<file path="config.mk">
export PLATFORM = sky130hd
export DESIGN_NAME = sid_responder
export DESIGN_NICKNAME = d
export VERILOG_FILES = /design/src/rtl/sid_pkg.sv /design/src/rtl/sid_regs.sv /design/src/rtl/sid_irq_drive.sv /design/src/rtl/sid_resp.sv /design/src/rtl/sid_responder.sv
export SDC_FILE = /design/constraint.sdc
export NUM_CORES = 1
export LEC_CHECK = 0
export ABC_AREA = 0
export BUFFER_PORTS_ARGS = -buffer_cell sky130_fd_sc_hd__clkbuf_2
export CORE_UTILIZATION = 54
export CTS_CLUSTER_SIZE = 12
export DETAILED_ROUTE_END_ITERATION = 10
export PLACE_DENSITY = 0.88
export SETUP_SLACK_MARGIN = 0.02
export SLEW_MARGIN = 20
export SYNTH_ARGS = -nofsm -noshare
export SYNTH_HDL_FRONTEND = slang
export SYNTH_SLANG_ARGS = --single-unit
export TNS_END_PERCENT = 100
</file>
<file path="constraint.sdc">
create_clock -name clk -period 2.3 [get_ports clk]
set_input_delay 0 -clock clk [delete_from_list [all_inputs] [get_ports clk]]
set_output_delay 0 -clock clk [all_outputs]
set_load 0.005 [all_outputs]
</file>
<file path="src/rtl/sid_pkg.sv">
package sid_pkg;
   typedef enum logic [1:0] {
      W_BYTE = 2'b00,
      W_HALF = 2'b01,
      W_WORD = 2'b10,
      W_RSVD = 2'b11
   } ack_width_t;

   typedef enum logic [1:0] {
      SEL_ADDR = 2'b00,
      SEL_RESP = 2'b01,
      SEL_GEN  = 2'b10,
      SEL_NONE = 2'b11
   } wr_sel_t;

   typedef enum logic [1:0] {
      ST_IDLE  = 2'b00,
      ST_DRIVE = 2'b01,
      ST_HOLD  = 2'b10
   } resp_state_t;
endpackage

</file>
<file path="src/rtl/sid_regs.sv">
module sid_regs #(
   parameter int LA_W   = 3,
   parameter int LVL_W  = 3,
   parameter int BYTE_W = 8
) (
   input  logic                clk,
   input  logic                rst_n,
   input  logic                wr_en,
   input  sid_pkg::wr_sel_t    wr_sel,
   input  logic [BYTE_W-1:0]   wr_data,
   input  logic                release_i,
   output logic [LA_W-1:0]     la_q,
   output logic [BYTE_W-1:0]   resp_q,
   output logic                pend_q,
   output logic [LVL_W-1:0]    lvl_q
);
   import sid_pkg::*;

   logic [LVL_W-1:0] wr_lvl;
   logic             gen_take;
   logic             unused_hi;

   assign wr_lvl    = wr_data[LVL_W-1:0];
   assign gen_take  = wr_en && (wr_sel == SEL_GEN) && !pend_q && (wr_lvl != '0);
   assign unused_hi = ^wr_data;

   always_ff @(posedge clk or negedge rst_n) begin
      if (!rst_n) begin
         la_q   <= '0;
         resp_q <= '0;
      end else if (wr_en) begin
         if (wr_sel == SEL_ADDR) la_q   <= wr_data[LA_W-1:0];
         if (wr_sel == SEL_RESP) resp_q <= wr_data;
      end
   end

   always_ff @(posedge clk or negedge rst_n) begin
      if (!rst_n) begin
         pend_q <= 1'b0;
         lvl_q  <= '0;
      end else if (gen_take) begin
         pend_q <= 1'b1;
         lvl_q  <= wr_lvl;
      end else if (release_i) begin
         pend_q <= 1'b0;
      end
   end
endmodule

</file>
<file path="src/rtl/sid_irq_drive.sv">
module sid_irq_drive #(
   parameter int LVL_W  = 3,
   parameter int LEVELS = (1 << LVL_W) - 1
) (
   input  logic              pend_i,
   input  logic [LVL_W-1:0]  lvl_i,
   output logic [LEVELS-1:0] irq_o
);
   for (genvar g = 0; g < LEVELS; g++) begin : g_line
      localparam logic [LVL_W-1:0] MY_LVL = LVL_W'(g + 1);
      assign irq_o[g] = pend_i && (lvl_i == MY_LVL);
   end
endmodule

</file>
<file path="src/rtl/sid_resp.sv">
module sid_resp #(
   parameter int LA_W     = 3,
   parameter int LVL_W    = 3,
   parameter int BYTE_W   = 8,
   parameter bit PASS_REG = 1'b0,
   localparam int PFX_W   = BYTE_W - LA_W,
   localparam int SID_W   = 2 * BYTE_W
) (
   input  logic                  clk,
   input  logic                  rst_n,
   input  logic                  strb_i,
   input  logic [LVL_W-1:0]      lvl_i,
   input  sid_pkg::ack_width_t   width_i,
   input  logic                  pend_i,
   input  logic [LVL_W-1:0]      pend_lvl_i,
   input  logic [LA_W-1:0]       la_i,
   input  logic [BYTE_W-1:0]     resp_i,
   output logic                  oe_o,
   output logic                  dtack_o,
   output logic [SID_W-1:0]      data_o,
   output logic                  release_o,
   output logic                  pass_o
);
   import sid_pkg::*;

   resp_state_t       state_q, state_d;
   logic [SID_W-1:0]  data_q;
   logic [SID_W-1:0]  word_d;
   logic [BYTE_W-1:0] id_byte;
   logic              match;
   logic              pass_raw;

   assign match   = strb_i && pend_i && (lvl_i == pend_lvl_i);
   assign id_byte = {{PFX_W{1'b1}}, la_i};

   always_comb begin
      if (width_i == W_BYTE) word_d = {{BYTE_W{1'b0}}, id_byte};
      else                   word_d = {resp_i, id_byte};
   end

   always_comb begin
      state_d = state_q;
      unique case (state_q)
         ST_IDLE:  if (match) state_d = ST_DRIVE;
         ST_DRIVE: state_d = ST_HOLD;
         ST_HOLD:  if (!strb_i) state_d = ST_IDLE;
         default:  state_d = ST_IDLE;
      endcase
   end

   always_ff @(posedge clk or negedge rst_n) begin
      if (!rst_n) begin
         state_q <= ST_IDLE;
         data_q  <= '0;
      end else begin
         state_q <= state_d;
         if (state_q == ST_IDLE && match) data_q <= word_d;
      end
   end

   assign oe_o      = (state_q != ST_IDLE);
   assign dtack_o   = (state_q == ST_HOLD);
   assign release_o = (state_q == ST_DRIVE);
   assign data_o    = oe_o ? data_q : '0;
   assign pass_raw  = strb_i && (state_q == ST_IDLE) && !match;

   if (PASS_REG) begin : g_pass_reg
      logic pass_q;
      always_ff @(posedge clk or negedge rst_n) begin
         if (!rst_n) pass_q <= 1'b0;
         else        pass_q <= pass_raw;
      end
      assign pass_o = pass_q;
   end else begin : g_pass_comb
      assign pass_o = pass_raw;
   end
endmodule

</file>
<file path="src/rtl/sid_responder.sv">
module sid_responder #(
   parameter int LA_W     = 3,
   parameter int LVL_W    = 3,
   parameter int BYTE_W   = 8,
   parameter bit PASS_REG = 1'b0,
   localparam int LEVELS  = (1 << LVL_W) - 1,
   localparam int SID_W   = 2 * BYTE_W
) (
   input  logic              clk,
   input  logic              rst_n,
   input  logic              wr_en,
   input  logic [1:0]        wr_sel,
   input  logic [BYTE_W-1:0] wr_data,
   input  logic              iack_strb,
   input  logic [LVL_W-1:0]  iack_lvl,
   input  logic [1:0]        iack_width,
   output logic [LEVELS-1:0] irq_lines,
   output logic              sid_oe,
   output logic [SID_W-1:0]  sid_data,
   output logic              sid_dtack,
   output logic              iack_pass
);
   import sid_pkg::*;

   if (LA_W < 1 || LA_W >= BYTE_W) begin : g_bad_la
      $error("LA_W must lie between 1 and BYTE_W-1");
   end
   if (LVL_W < 1 || LVL_W > BYTE_W) begin : g_bad_lvl
      $error("LVL_W must lie between 1 and BYTE_W");
   end

   logic [LA_W-1:0]   la_q;
   logic [BYTE_W-1:0] resp_q;
   logic              pend_q;
   logic [LVL_W-1:0]  lvl_q;
   logic              release_w;

   sid_regs #(.LA_W(LA_W), .LVL_W(LVL_W), .BYTE_W(BYTE_W)) u_regs (
      .clk       (clk),
      .rst_n     (rst_n),
      .wr_en     (wr_en),
      .wr_sel    (wr_sel_t'(wr_sel)),
      .wr_data   (wr_data),
      .release_i (release_w),
      .la_q      (la_q),
      .resp_q    (resp_q),
      .pend_q    (pend_q),
      .lvl_q     (lvl_q)
   );

   sid_irq_drive #(.LVL_W(LVL_W), .LEVELS(LEVELS)) u_irq (
      .pend_i (pend_q),
      .lvl_i  (lvl_q),
      .irq_o  (irq_lines)
   );

   sid_resp #(.LA_W(LA_W), .LVL_W(LVL_W), .BYTE_W(BYTE_W), .PASS_REG(PASS_REG)) u_resp (
      .clk        (clk),
      .rst_n      (rst_n),
      .strb_i     (iack_strb),
      .lvl_i      (iack_lvl),
      .width_i    (ack_width_t'(iack_width)),
      .pend_i     (pend_q),
      .pend_lvl_i (lvl_q),
      .la_i       (la_q),
      .resp_i     (resp_q),
      .oe_o       (sid_oe),
      .dtack_o    (sid_dtack),
      .data_o     (sid_data),
      .release_o  (release_w),
      .pass_o     (iack_pass)
   );
endmodule

</file>
==> metrics.sh <==
POSTSYNTHAREAPERCELL_UM2=12.1
FIN_CRIT_SH=0.728
FINALWEIGHTEDCONGESTION=0.762
GRT_ANTENNA_BEFORE_REPAIR=0
CTS_NUM_SINKS=29
FIRST_PASS_ITERS=4
CTS_CLK_PIN_SLEW_WORST_PATHS_PS=90
SETUP.WORST_PATH.START_CLASS='flop'
COUNT_OF_CELL_INSTANCES_TRAVERSED_BY_THE_CRITICAL_PATH=3
CRIT_REQUIRED_PS=2500
PORT_BUFFERS=44
FLOW.AREA_GROWTH_FROM_SYNTHESIS_PCT=28.1
POWER.TOTAL_uW=1840
SYN-NUM-NETS=137
NUM_CTS_BUFFERS=5
FINAL_CELL_COUNT_NO_FILL=206
CORE.ROWCOUNT=18
POSTROUTEANTENNANETS=0
FINAL_LAYOUT_SIZE_SUFFIX_GT1_FRAC=0.438
WORST_PIN_SLEW_PS=673
CTS-HTREE-LEVELS=2
WORSTREGTOREGCELLS=3
SYNTH.AREA.TOP_CELLS='sky130_fd_sc_hd__dfrtp_1, sky130_fd_sc_hd__mux2_2, sky130_fd_sc_hd__nor2b_1'
SYNTH.FF_LATCH_COUNT=29
GRT_USE_TOTAL=0.217
TOTALWIRELENGTH_UM=2520
POWER.IR.VDD_WORST_uV=759
TIMING.FINAL.SETUP_VIOLATIONS=0
GRT_MOST_USED_LAYER='met2'
CP_SLOWEST_STAGE_DELAY_PS=460
TIMING.FMAX_GHz=0.598
FIN_CRIT_PS=1670
HOLDPATHSTAGES=4
CRITICAL_PATH.TOP_DELAY_FAMILY='flip-flops'
SYNTH-MAIN-FF-CELL='sky130_fd_sc_hd__dfrtp_1'
GLOBAL_ROUTE.USAGE.MET1=0.264
CRITICAL_PATH_PEAK_FANOUT=12
TIMING.CRITICAL_PATH.BUF_INV=0
STATIC-LEAKAGE-POWER_uW=0.000927
GRT_USE_MET2=0.350
TOP_COUNT_CELL_POST_SYNTH='sky130_fd_sc_hd__dfrtp_1'
SETUP_TNS_PS=0
SYNTH_ENABLE_FLOP_CELLS=0
SYNTH_WARNINGS=0
ROUTED_WIRE_LENGTH_PER_INSTANCE_UM=12.2
POST_SYNTH_INSTANCE_AREA_UM2=1430
CRITICAL_PATH_ARRIVAL_PS=1880
GRT_MAX_DEGREE=30
SYNTHTOPCELLSBYCOUNT='sky130_fd_sc_hd__dfrtp_1, sky130_fd_sc_hd__nor2b_1, sky130_fd_sc_hd__mux2_2'
WORSTSETUPPATHTYPE='flop to flop'
RSZ0062_AT_GRT='false'
CRITICAL_PATH.SLOWEST_CELL='sky130_fd_sc_hd__dfrtp_1'
VIAS_PER_INSTANCE=5.03
SYNTH-ASYNC-RESET-RATIO=1.00
ROOT_BUFFER='sky130_fd_sc_hd__clkbuf_4'
DESIGN.FINAL.NETS=194
CAP_VIOL_MAX_COUNT=0
SYNTH_LARGEST_TYPE_AREA_FRACTION=0.509
IOS=45
MIN-DELAY-PATH-CLASS='primary input to flop'
SYNTH_TOP_AREA_CELL='sky130_fd_sc_hd__dfrtp_1'
WORSTPATHCELLLIST='xnor2_1, nand4_2, mux2_4'
INITIAL_CORE_UTIL=0.576
TRITONCTS_CLOCK_TREE='done'
VIAS=1037
MAXSLEWVIOLCOUNT=0
MAXSLEWHEADROOM=0.552
WORST-R2R-SETUP-SLACK_PS=630
FINALCLOCKSKEW_PS=5.49
YOSYS.CELL_TYPES.COUNT=23
FLOORPLAN.CORE_AREA_UM2=2480
OUTCOME='completed'
PLACED_CELLS_INCL_TAPS=187
DRC_ERRORS=0
SYNTHESIS.INSTANCES=118
GLOBAL_ROUTE_TOTAL_OVERFLOW=0
GRT_USE_MET3=0.0690
DIODES=0
CTSLONGESTPATHBUFFERS=2
DIEWIDTH_UM=53.4
GRT_PASS1_WL_UM=4280
DRT_ITER0_DRC=5
TOTAL_COUNT_OF_HOLD_CHECK_FAILURES_IN_THE_FINAL_REPORT=0
DIE_AREA_UM2=2850
DIEHEIGHT_UM=53.4
POWER.DENSITY_CELL_AREA_nW_PER_UM2=1010
FINAL_HPWL_DP_UM=1950
SYNTH_SEQUENTIAL_AREA_RATIO=0.509
VIAS_IN_THE_FIRST_GLOBAL_ROUTE=964
WORST_SKEW_PAIR.LATE_LATENCY_PS=320
CRITPATHCAPTURETYPE='flop'
-- worst min-delay path: cells and delay by family --
family | cells | cell delay [ps]
simple gates | 2 | 160
xor+xnor | 1 | 90
buf+inv | 1 | 80
-- routing by layer --
layer / up-vias / wire [um]
met2: 30 / 1250
met3: 5 / 115
met5: - / 0
met4: 0 / 31
met1: 490 / 1120
li1: 512 / -
-- cell usage in the layout (no fill, tap or decap), types with 3 or more instances in the layout --
cell type / n
sky130_fd_sc_hd__a22o_1: 3
sky130_fd_sc_hd__clkbuf_2: 44
sky130_fd_sc_hd__clkbuf_4: 5
sky130_fd_sc_hd__dfrtp_1: 29
sky130_fd_sc_hd__dlygate4sd3_1: 11
sky130_fd_sc_hd__mux2_2: 13
sky130_fd_sc_hd__mux2_4: 9
sky130_fd_sc_hd__nand2_1: 7
sky130_fd_sc_hd__nand2b_1: 3
sky130_fd_sc_hd__nor2_1: 9
sky130_fd_sc_hd__nor2b_1: 22
sky130_fd_sc_hd__o21ai_0: 3
sky130_fd_sc_hd__xnor2_1: 3
-- what timing repair did --
item / in CTS / in global routing
endpoints found under the setup margin: 0 / 0
resized for setup: 0 / 0
hold buffers: 11 / 0
buffers inserted: 0 / 0
hold endpoints to repair: 45 / 0
-- logic make-up (layout without fill, tap and decap cells) --
group / count (synthesis) / after routing / synth area share
muxes: 22 / 22 / 0.197
AOI/OAI and AO/OA: 7 / 7 / 0.0342
xor gates and xnor gates: 3 / 3 / 0.0184
and+or+nand+nor: 50 / 50 / 0.207
buffers and inverters: 7 / 65 / 0.0342
DFF: 29 / 29 / 0.509
-- flip-flops by register name, indices dropped and copies added, names as in the netlist --
signal and flops:
u_regs.la_q 3, u_resp.data_q 12, u_regs.pend_q 1, u_regs.lvl_q 3, u_resp.state_q 2, u_regs.resp_q 8
-- where the power goes --
part | total, uW | internal [uW] | switching [uW]
clock | 340 | 177 | 163
combinational | 682 | 412 | 271
sequential | 817 | 686 | 132
total | 1840 | 1270 | 566
-- path summary, 6_finish.rpt --
kind,start,to
worst min-delay path,iack_lvl[1],u_resp.state_q[0]
worst max-delay path,u_regs.lvl_q[2],u_resp.data_q[13]
worst min register to register,u_resp.data_q[7],u_resp.data_q[7]
max in group asynchronous,rst_n,u_resp.data_q[8]
worst max register to register,u_regs.lvl_q[2],u_resp.data_q[13]
min in group asynchronous,rst_n,u_resp.data_q[15]
-- stage by stage --
stage / utilization / worst slack (ps) / hold slack, ps / cell area [um^2]
floorplan: - / 932 / -296 / 1430
global placement: 0.665 / 691 / 57.7 / 1650
detailed placement: 0.665 / 634 / 67.0 / 1650
CTS: 0.737 / 614 / 26.9 / 1830
global route: 0.737 / 476 / 62.3 / 1830
finish: 0.737 / 626 / 43.6 / 1830
-- layout make-up --
| type | instances | area (um^2) |
|---|---|---|
| Tap cell | 30 | 37.5 |
| Timing Repair Buffer | 56 | 338 |
| Multi-Input combinational cell | 82 | 652 |
| Inverter | 1 | 3.75 |
| Sequential cell | 29 | 726 |
| Clock inverter | 1 | 5.00 |
| Fill cell | 177 | 651 |
| Clock buffer | 7 | 65.1 |
Note: power is estimated with default switching activity, not from simulation.
